## src/rtl/fb_addr_gen.sv

```systemverilog
module fb_addr_gen #(
  parameter int XW = 9,
  parameter int YW = 10
) (
  input  logic             clk,
  input  logic             rst_n,
  input  logic             start,
  input  logic             accept,
  input  logic [XW-1:0]    width_m1,
  input  logic [YW-1:0]    height_m1,
  input  logic [1:0]       rot,
  input  logic             tile_en,
  output logic             busy,
  output logic [2*XW-1:0]  addr,
  output logic             last,
  output logic             done,
  output logic             cfg_err
);
  localparam int AW = 2 * XW;
  localparam int PW = XW + 1;

  logic          busy_q, done_q, err_q, tile_q;
  logic [XW-1:0] x_q, y_q, wm1_q, hm1_q;
  logic [1:0]    rot_q;

  logic [XW-1:0] dc, dr;
  logic [PW-1:0] pitch;
  logic [AW-1:0] lin_addr, tile_idx, tile_addr;

  wire x_end = (x_q == wm1_q);
  wire y_end = (y_q == hm1_q);
  wire fin   = busy_q && x_end && y_end;

  wire too_tall  = |height_m1[YW-1:XW];
  wire misalign  = tile_en && ((width_m1[2:0] != 3'b111) || (height_m1[2:0] != 3'b111));
  wire bad_cfg   = too_tall || misalign;

  always_comb begin
    case (rot_q)
      2'd1: begin dc = hm1_q - y_q; dr = x_q;         pitch = PW'(hm1_q) + 1'b1; end
      2'd2: begin dc = wm1_q - x_q; dr = hm1_q - y_q; pitch = PW'(wm1_q) + 1'b1; end
      2'd3: begin dc = y_q;         dr = wm1_q - x_q; pitch = PW'(hm1_q) + 1'b1; end
      default: begin dc = x_q;      dr = y_q;         pitch = PW'(wm1_q) + 1'b1; end
    endcase
  end

  assign lin_addr  = AW'(dr) * AW'(pitch) + AW'(dc);
  assign tile_idx  = AW'(dr >> 3) * AW'(pitch >> 3) + AW'(dc >> 3);
  assign tile_addr = {tile_idx[AW-7:0], dr[2:0], dc[2:0]};

  always_ff @(posedge clk or negedge rst_n) begin
    if (!rst_n) begin
      busy_q <= 1'b0;
      done_q <= 1'b0;
      err_q  <= 1'b0;
      tile_q <= 1'b0;
      rot_q  <= '0;
      x_q    <= '0;
      y_q    <= '0;
      wm1_q  <= '0;
      hm1_q  <= '0;
    end else begin
      done_q <= 1'b0;
      if (!busy_q && start) begin
        if (bad_cfg) begin
          err_q <= 1'b1;
        end else begin
          err_q  <= 1'b0;
          busy_q <= 1'b1;
          x_q    <= '0;
          y_q    <= '0;
          wm1_q  <= width_m1;
          hm1_q  <= height_m1[XW-1:0];
          rot_q  <= rot;
          tile_q <= tile_en;
        end
      end else if (busy_q && accept) begin
        if (fin) begin
          busy_q <= 1'b0;
          done_q <= 1'b1;
        end else if (x_end) begin
          x_q <= '0;
          y_q <= y_q + 1'b1;
        end else begin
          x_q <= x_q + 1'b1;
        end
      end
    end
  end

  assign busy    = busy_q;
  assign done    = done_q;
  assign cfg_err = err_q;
  assign last    = fin;
  assign addr    = !busy_q ? '0 : (tile_q ? tile_addr : lin_addr);
endmodule


```

## config.mk

```make
export PLATFORM = sky130hd
export DESIGN_NAME = fb_addr_gen
export DESIGN_NICKNAME = d
export VERILOG_FILES = /design/src/rtl/fb_addr_gen.sv
export SDC_FILE = /design/constraint.sdc
export NUM_CORES = 1
export LEC_CHECK = 0
export ABC_AREA = 1
export BUFFER_PORTS_ARGS = -buffer_cell sky130_fd_sc_hd__buf_2
export CAP_MARGIN = 5
export CORE_UTILIZATION = 65
export DETAILED_ROUTE_END_ITERATION = 16
export GPL_TIMING_DRIVEN = 0
export PLACE_DENSITY = 0.94
export SYNTH_ARGS = -nofsm -noshare
export SYNTH_HDL_FRONTEND = slang
export SYNTH_SLANG_ARGS = --single-unit
```

## constraint.sdc

```tcl
create_clock -name clk -period 12.2 [get_ports clk]
set_input_delay 0.61 -clock clk [delete_from_list [all_inputs] [get_ports clk]]
set_output_delay 0.61 -clock clk [all_outputs]
set_load 0.02 [all_outputs]
```

==> results of run 1 <==
[where the power goes]
part           switching [W]  internal [W]
combinational       0.000964      0.000534
clock              0.0000619     0.0000971
sequential         0.0000171      0.000153
total                0.00104      0.000784
[stage by stage]
stage	area, µm²	hold slack [ps]
floorplan	7541	314.4
global placement	7951	489.5
detailed placement	7951	505.1
finish	8120	477.8
CTS	8120	511.1
global route	8120	522.8
[area by class of cell]
| cell class | count | area [µm²] | area share, % |
|---|---|---|---|
| plain buffers | 16 | 86.33 | 1.063 |
| clock buffers | 5 | 125.1 | 1.541 |
| clock inverters | 3 | 43.79 | 0.5393 |
| inverters | 222 | 834.6 | 10.28 |
| multi-input cells | 770 | 5569 | 68.58 |
| flip-flops and latches | 42 | 1051 | 12.94 |
| well taps | 140 | 175.2 | 2.157 |
| repair buffers | 47 | 235.2 | 2.897 |
[Yosys cell counts, drive strengths merged (3+ instances only)]
cell type,number
a21oi,57
or2,7
buf,6
o22ai,4
o21ai,81
a21boi,3
nand3b,5
clkbuf,10
nor4,3
xnor2,9
a31oi,4
fa,72
o221ai,5
o2111ai,4
xor2,18
ha,90
nand4,7
nand2,226
a211oi,5
nand3,41
dfrtp,42
nor2,92
nor3,18
inv,220
[worst max-delay path by stage]
stage | start | to | slack, ps | cells past startpoint
floorplan | x_q[3] | addr[15] | 5250 | 29
global placement | x_q[3] | addr[17] | 4340 | 31
finish | x_q[3] | addr[17] | 3740 | 31
detailed placement | x_q[3] | addr[17] | 4290 | 31
global route | x_q[3] | addr[17] | 3330 | 31
CTS | x_q[3] | addr[17] | 3920 | 31
[registers in the layout, indices dropped and copies added (netlist names)]
signal	count
cfg_err	1
y_q	9
busy	1
done	1
tile_q	1
hm1_q	9
x_q	9
wm1_q	9
rot_q	2
[logic make-up after synthesis]
| family | count (synthesis) | synth area share (%) |
|---|---|---|
| AO/OA/AOI/OAI | 178 | 13.49 |
| adder cells (fa/ha/maj) | 162 | 34.05 |
| XOR/XNOR | 27 | 3.236 |
| flip-flops | 42 | 13.94 |
| AND/OR/NAND/NOR | 403 | 23.08 |
| buffers and inverters | 238 | 12.21 |
[per-layer routing]
layer  global-route usage (%)  wire, µm  up-vias
met2                    57.68      9091      450
met5                        0         0        -
li1                         -         -     3454
met3                    9.603      2882       58
met4                    12.10       644        0
met1                    55.26      8820     3382
[worst reg2reg max path: stages (launching register included)]
cell                      delay [ps]
sky130_fd_sc_hd__dfrtp_1         460
sky130_fd_sc_hd__inv_1           150
sky130_fd_sc_hd__ha_1            400
sky130_fd_sc_hd__nand2_1          70
sky130_fd_sc_hd__nor2_1          160
sky130_fd_sc_hd__inv_1           100
sky130_fd_sc_hd__nor4_4          440
sky130_fd_sc_hd__o21ai_4         190
sky130_fd_sc_hd__nand2_4         140
sky130_fd_sc_hd__inv_2            80
sky130_fd_sc_hd__buf_6           150
sky130_fd_sc_hd__nor3b_1         230
==> impl_metrics.tcl, run 1 <==
set metrics [dict create \
    status "complete, no violations" \
    worst_path_largest_cell_delay_ps 560 \
    cp_num_buf_inv 9 \
    power.density_cell_area_nw_per_um2 225.0 \
    totalNegativeSetupSlack_ps 0 \
    setup.worst_path.end_class "output port" \
    p_total_w 0.001827 \
    cts.htree.levels 2 \
    die_width_um 109.7 \
    synthesis.area_um2 7541 \
    finalNetCount 1292 \
    cts.repair.resized 0 \
    synth.net_count 1238 \
    worst_path_max_delay_cell "sky130_fd_sc_hd__fa_1" \
    peakVddDrop_v 0.0003180 \
    final_cells 1245 \
    grt_max_degree 43 \
    tritoncts "yes" \
    drt_iter0_markers 682 \
    clock_tree.root_cell "sky130_fd_sc_hd__clkbuf_16" \
    yosysTopAreaCellShare_pct 19.11 \
    number_of_inserted_filler_cells_in_the_final_layout 925 \
    via_count 7344 \
    max-cap-violations 0 \
    crit_fanout 7 \
    period_share_pct 69.33 \
    achievable-frequency_mhz 118.2 \
    area_delta_synth_final_pct 7.682 \
    max_slew_violation_count 0 \
    ios 48 \
    clock-skew-final_ps 3.540 \
    r2r_slack_ps 9550 \
    clk_latency_ps 290 \
    antenna_diode_instance_count 0 \
    drt_pass_1_iters 5 \
    setup_viol 0 \
    final_common_cell "sky130_fd_sc_hd__nand2_1" \
    postSynthCellCount 1050 \
    arrival_time_reported_for_the_critical_path_endpoint_ps 7850 \
    cts-hold-fix-buffers 0 \
    worst-setup-path-type "reg -> out" \
    syn-mean-instance-area_um2 7.182 \
    synth-seq-cells 42 \
    rr_startpoint "y_q[4]" \
    fin_util_pct 73.30 \
    numPortBuffers 47 \
    max_slew_margin_pct 33.86 \
    antenna_found_initial 0 \
    placement.setup.worst_slack_ps 4285 \
    finalWorstPathRequiredPeriod_ps 8458 \
    worst_slew_pin_slew_ps 992.1 \
    gp_congestion 0.9884 \
    synth_edf_count 0 \
    async_flop_share_pct 100.0 \
    fp-row-count 38 \
    routed_wirelength_mm 21.44 \
    start_util_pct 68.07 \
    static_power_due_to_leakage_nw 4.476 \
    worst_min_delay_path_category "in -> async" \
    crit_family "adder cells" \
    dp_hpwl_mm 17.93 \
    floorplan.die_area_um2 12040 \
    cts.path.max_buffers 2 \
    grt_setup_unrepaired "no" \
    path_clk_slew_ps 70 \
    ant_nets 0 \
    routedWlPerCell_um 17.22 \
    layout_setup_ws_ps 3742 \
    cts_made_buffers 5 \
    post_cts.repair.setup_buffers 0 \
    detail_route.vias_per_cell 5.899 \
    coreArea_um2 11080 \
    ys.warnings.count 0 \
    clock_sink_count 42 \
    post-synth-top-area-cell "sky130_fd_sc_hd__fa_1" \
    startpoint_type "flop" \
    synth_seq_area_share_pct 13.94 \
    top_library_cells_by_usage_in_the_layout_fill_and_taps_aside "sky130_fd_sc_hd__nand2_1, sky130_fd_sc_hd__inv_1, sky130_fd_sc_hd__ha_1, sky130_fd_sc_hd__nor2_1, sky130_fd_sc_hd__fa_1" \
    grt_first_pass_wirelength_mm 34.71 \
    grt_use_total_pct 38.70 \
    cp.required_ps 11590 \
    worstRegToRegCells 11 \
    regToRegEndpoint "x_q[7]" \
    post-route-drc-count 0 \
    vias_in_the_first_global_route 6927 \
    synth.distinct_cells 53 \
    timing.final.hold_violations 0 \
    overflow 0 \
    drive_gt1_share_pct 8.507 \
    worst_path_most_repeated_cell "sky130_fd_sc_hd__inv_1" \
    synth_top_flop_cell "sky130_fd_sc_hd__dfrtp_1" \
    post_synth_main_area_contributors "sky130_fd_sc_hd__fa_1, sky130_fd_sc_hd__ha_1, sky130_fd_sc_hd__dfrtp_1" \
    chip_height_um 109.7 \
    place_inst 1237 \
]
No activity file was read; power rests on OpenSTA's default activity.
==> run 2: changes to the inputs <==
CORE_UTILIZATION = 64   (was 65)
PLACE_DENSITY = 0.92   (was 0.94)
clock period = 8 ns   (was 12.2 ns; I/O delays follow)
==> impl_metrics.tcl, run 2 (synthesis gave the netlist of run 1 again) <==
set metrics [dict create \
    status "complete, no violations" \
    tritoncts "yes" \
    worst-path-stages 30 \
    clock_sink_count 42 \
    die_width_um 110.6 \
    ios 48 \
    drt_pass_1_iters 5 \
    capture_point_of_the_critical_path "addr[14]" \
    worst_min_delay_path_category "in -> async" \
    drive_gt1_share_pct 9.937 \
    numPortBuffers 47 \
    top_library_cells_by_usage_in_the_layout_fill_and_taps_aside "sky130_fd_sc_hd__nand2_1, sky130_fd_sc_hd__inv_1, sky130_fd_sc_hd__ha_1, sky130_fd_sc_hd__nor2_1, sky130_fd_sc_hd__fa_1" \
    arrival_time_reported_for_the_critical_path_endpoint_ps 7270 \
    cts.htree.levels 2 \
    clock-skew-final_ps 6.971 \
    floorplan.die_area_um2 12220 \
    crit_fanout 7 \
    worst_path_most_repeated_cell "sky130_fd_sc_hd__inv_1" \
    drt_iter0_markers 680 \
    overflow 0 \
    grt_max_degree 43 \
    intPower_w 0.001200 \
    peakVddDrop_v 0.0003998 \
    worst-setup-path-type "reg -> out" \
    chip_height_um 110.6 \
    ant_nets 0 \
    detail_route.vias_per_cell 5.946 \
    share_comb_of_total_power_pct 83.5 \
    fin_util_pct 71.31 \
    grt_first_pass_wirelength_mm 35.89 \
    post-route-drc-count 0 \
    p_sw_share_pct 57.11 \
    coreArea_um2 11470 \
    fin_hold_ws_ps 263.5 \
    max_slew_violation_count 0 \
    final_common_cell "sky130_fd_sc_hd__nand2_1" \
    totalNegativeSetupSlack_ps 0 \
    worst_path_largest_cell_delay_ps 550 \
    via_count 7433 \
    worst_slew_pin_slew_ps 965.6 \
    period_share_pct 95.86 \
    cts_made_buffers 5 \
    setup_viol 0 \
    static_power_due_to_leakage_nw 4.485 \
    gp_congestion 0.9783 \
    path_clk_slew_ps 60 \
    grt_setup_unrepaired "no" \
    dp_hpwl_mm 18.12 \
    setup.worst_path.end_class "output port" \
    rr_startpoint "x_q[4]" \
    grt_use_total_pct 37.04 \
    clockPowerShare_pct 7.2 \
    cts.path.max_buffers 2 \
    max-cap-violations 0 \
    fp-row-count 39 \
    startpoint_type "flop" \
    worst_path_max_delay_cell "sky130_fd_sc_hd__fa_1" \
    clk_latency_ps 290 \
    area_delta_synth_final_pct 8.445 \
    clock_tree.root_cell "sky130_fd_sc_hd__clkbuf_16" \
    antenna_diode_instance_count 0 \
    cp_num_buf_inv 7 \
    antenna_found_initial 0 \
    flop_pwr_share_pct 9.3 \
    cp.required_ps 7600 \
    regToRegEndpoint "x_q[5]" \
    routed_wirelength_mm 21.79 \
    timing.final.hold_violations 0 \
    finalWorstPathRequiredPeriod_ps 7669 \
    routedWlPerCell_um 17.43 \
    switchingPower_w 0.001597 \
    worstSetupStartpoint "x_q[2]" \
    r2r_slack_ps 5270 \
    crit_family "adder cells" \
    start_util_pct 65.76 \
    vias_in_the_first_global_route 7209 \
    finalNetCount 1294 \
    power.density_cell_area_nw_per_um2 342.0 \
    max_slew_margin_pct 35.63 \
    worstRegToRegCells 12 \
    achievable-frequency_mhz 130.4 \
]
run 2: cell types whose count changed in the layout (fill, tap and decap cells not counted), moves of 2 or more:
cell | previous run | this run
sky130_fd_sc_hd__inv_1 | 216 | 213
sky130_fd_sc_hd__inv_2 | 4 | 7
sky130_fd_sc_hd__o21ai_0 | 71 | 68
sky130_fd_sc_hd__o21ai_2 | 2 | 5
sky130_fd_sc_hd__buf_4 | 0 | 2
run 2: worst min-delay path by stage:
| stage | startpoint | to | slack (ps) | depth (start not counted) |
|---|---|---|---|---|
| after floorplan | rst_n | busy | 100 | 0 |
| after global placement | cfg_err | cfg_err | 490 | 2 |
| after detailed placement | cfg_err | cfg_err | 500 | 2 |
| after CTS | rst_n | hm1_q[0] | 300 | 1 |
| after global routing | height_m1[5] | hm1_q[5] | 310 | 3 |
| final | rst_n | hm1_q[0] | 260 | 1 |
run 2: metal layers:
layer / global-route usage [%] / vias up / wire [µm]
met5: 0 / - / 0
met4: 11.64 / 0 / 759
met3: 9.660 / 77 / 2726
met2: 56.11 / 462 / 9228
met1: 51.89 / 3445 / 9076
li1: - / 3449 / -
run 2: area by class of cell:
class / instances / area [µm²]
clock inverters: 2 / 13.76
clock buffers: 6 / 128.9
flip-flops and latches: 42 / 1052
inverters: 222 / 834.6
well taps: 143 / 178.9
plain buffers: 16 / 86.33
repair buffers: 49 / 250.2
multi-input cells: 770 / 5633
fillers: 885 / 3289
run 2: timing repair:
action	4_1_cts	5_1_grt
setup endpoints to repair	1	9
buffers inserted	0	2
resized for setup	1	20
hold buffers	0	0
pin swaps	0	4
run 2: stage by stage:
| step | total power [W] | setup slack, ps | instance area [µm²] | instances |
|---|---|---|---|---|
| final | 0.002797 | 330.8 | 8178 | 1250 |
| after global routing | 0.003117 | 9.066 | 8178 | 1250 |
| after CTS | 0.002665 | 146.1 | 8102 | 1248 |
| after detailed placement | 0.002441 | 298.9 | 7955 | 1240 |
| after global placement | 0.002380 | 388.5 | 7955 | 1240 |
| after floorplan | 0.001902 | 1258 | 7541 | 1050 |
run 2: power groups by stage:
stage / logic [W] / registers (W) / clock network (W)
after floorplan: 0.00165 / 0.000254 / 0
after global placement: 0.00212 / 0.000259 / 0
after detailed placement: 0.00218 / 0.000261 / 0
after CTS: 0.00221 / 0.000258 / 0.000200
after global routing: 0.00265 / 0.000262 / 0.000208
final: 0.00233 / 0.000260 / 0.000202
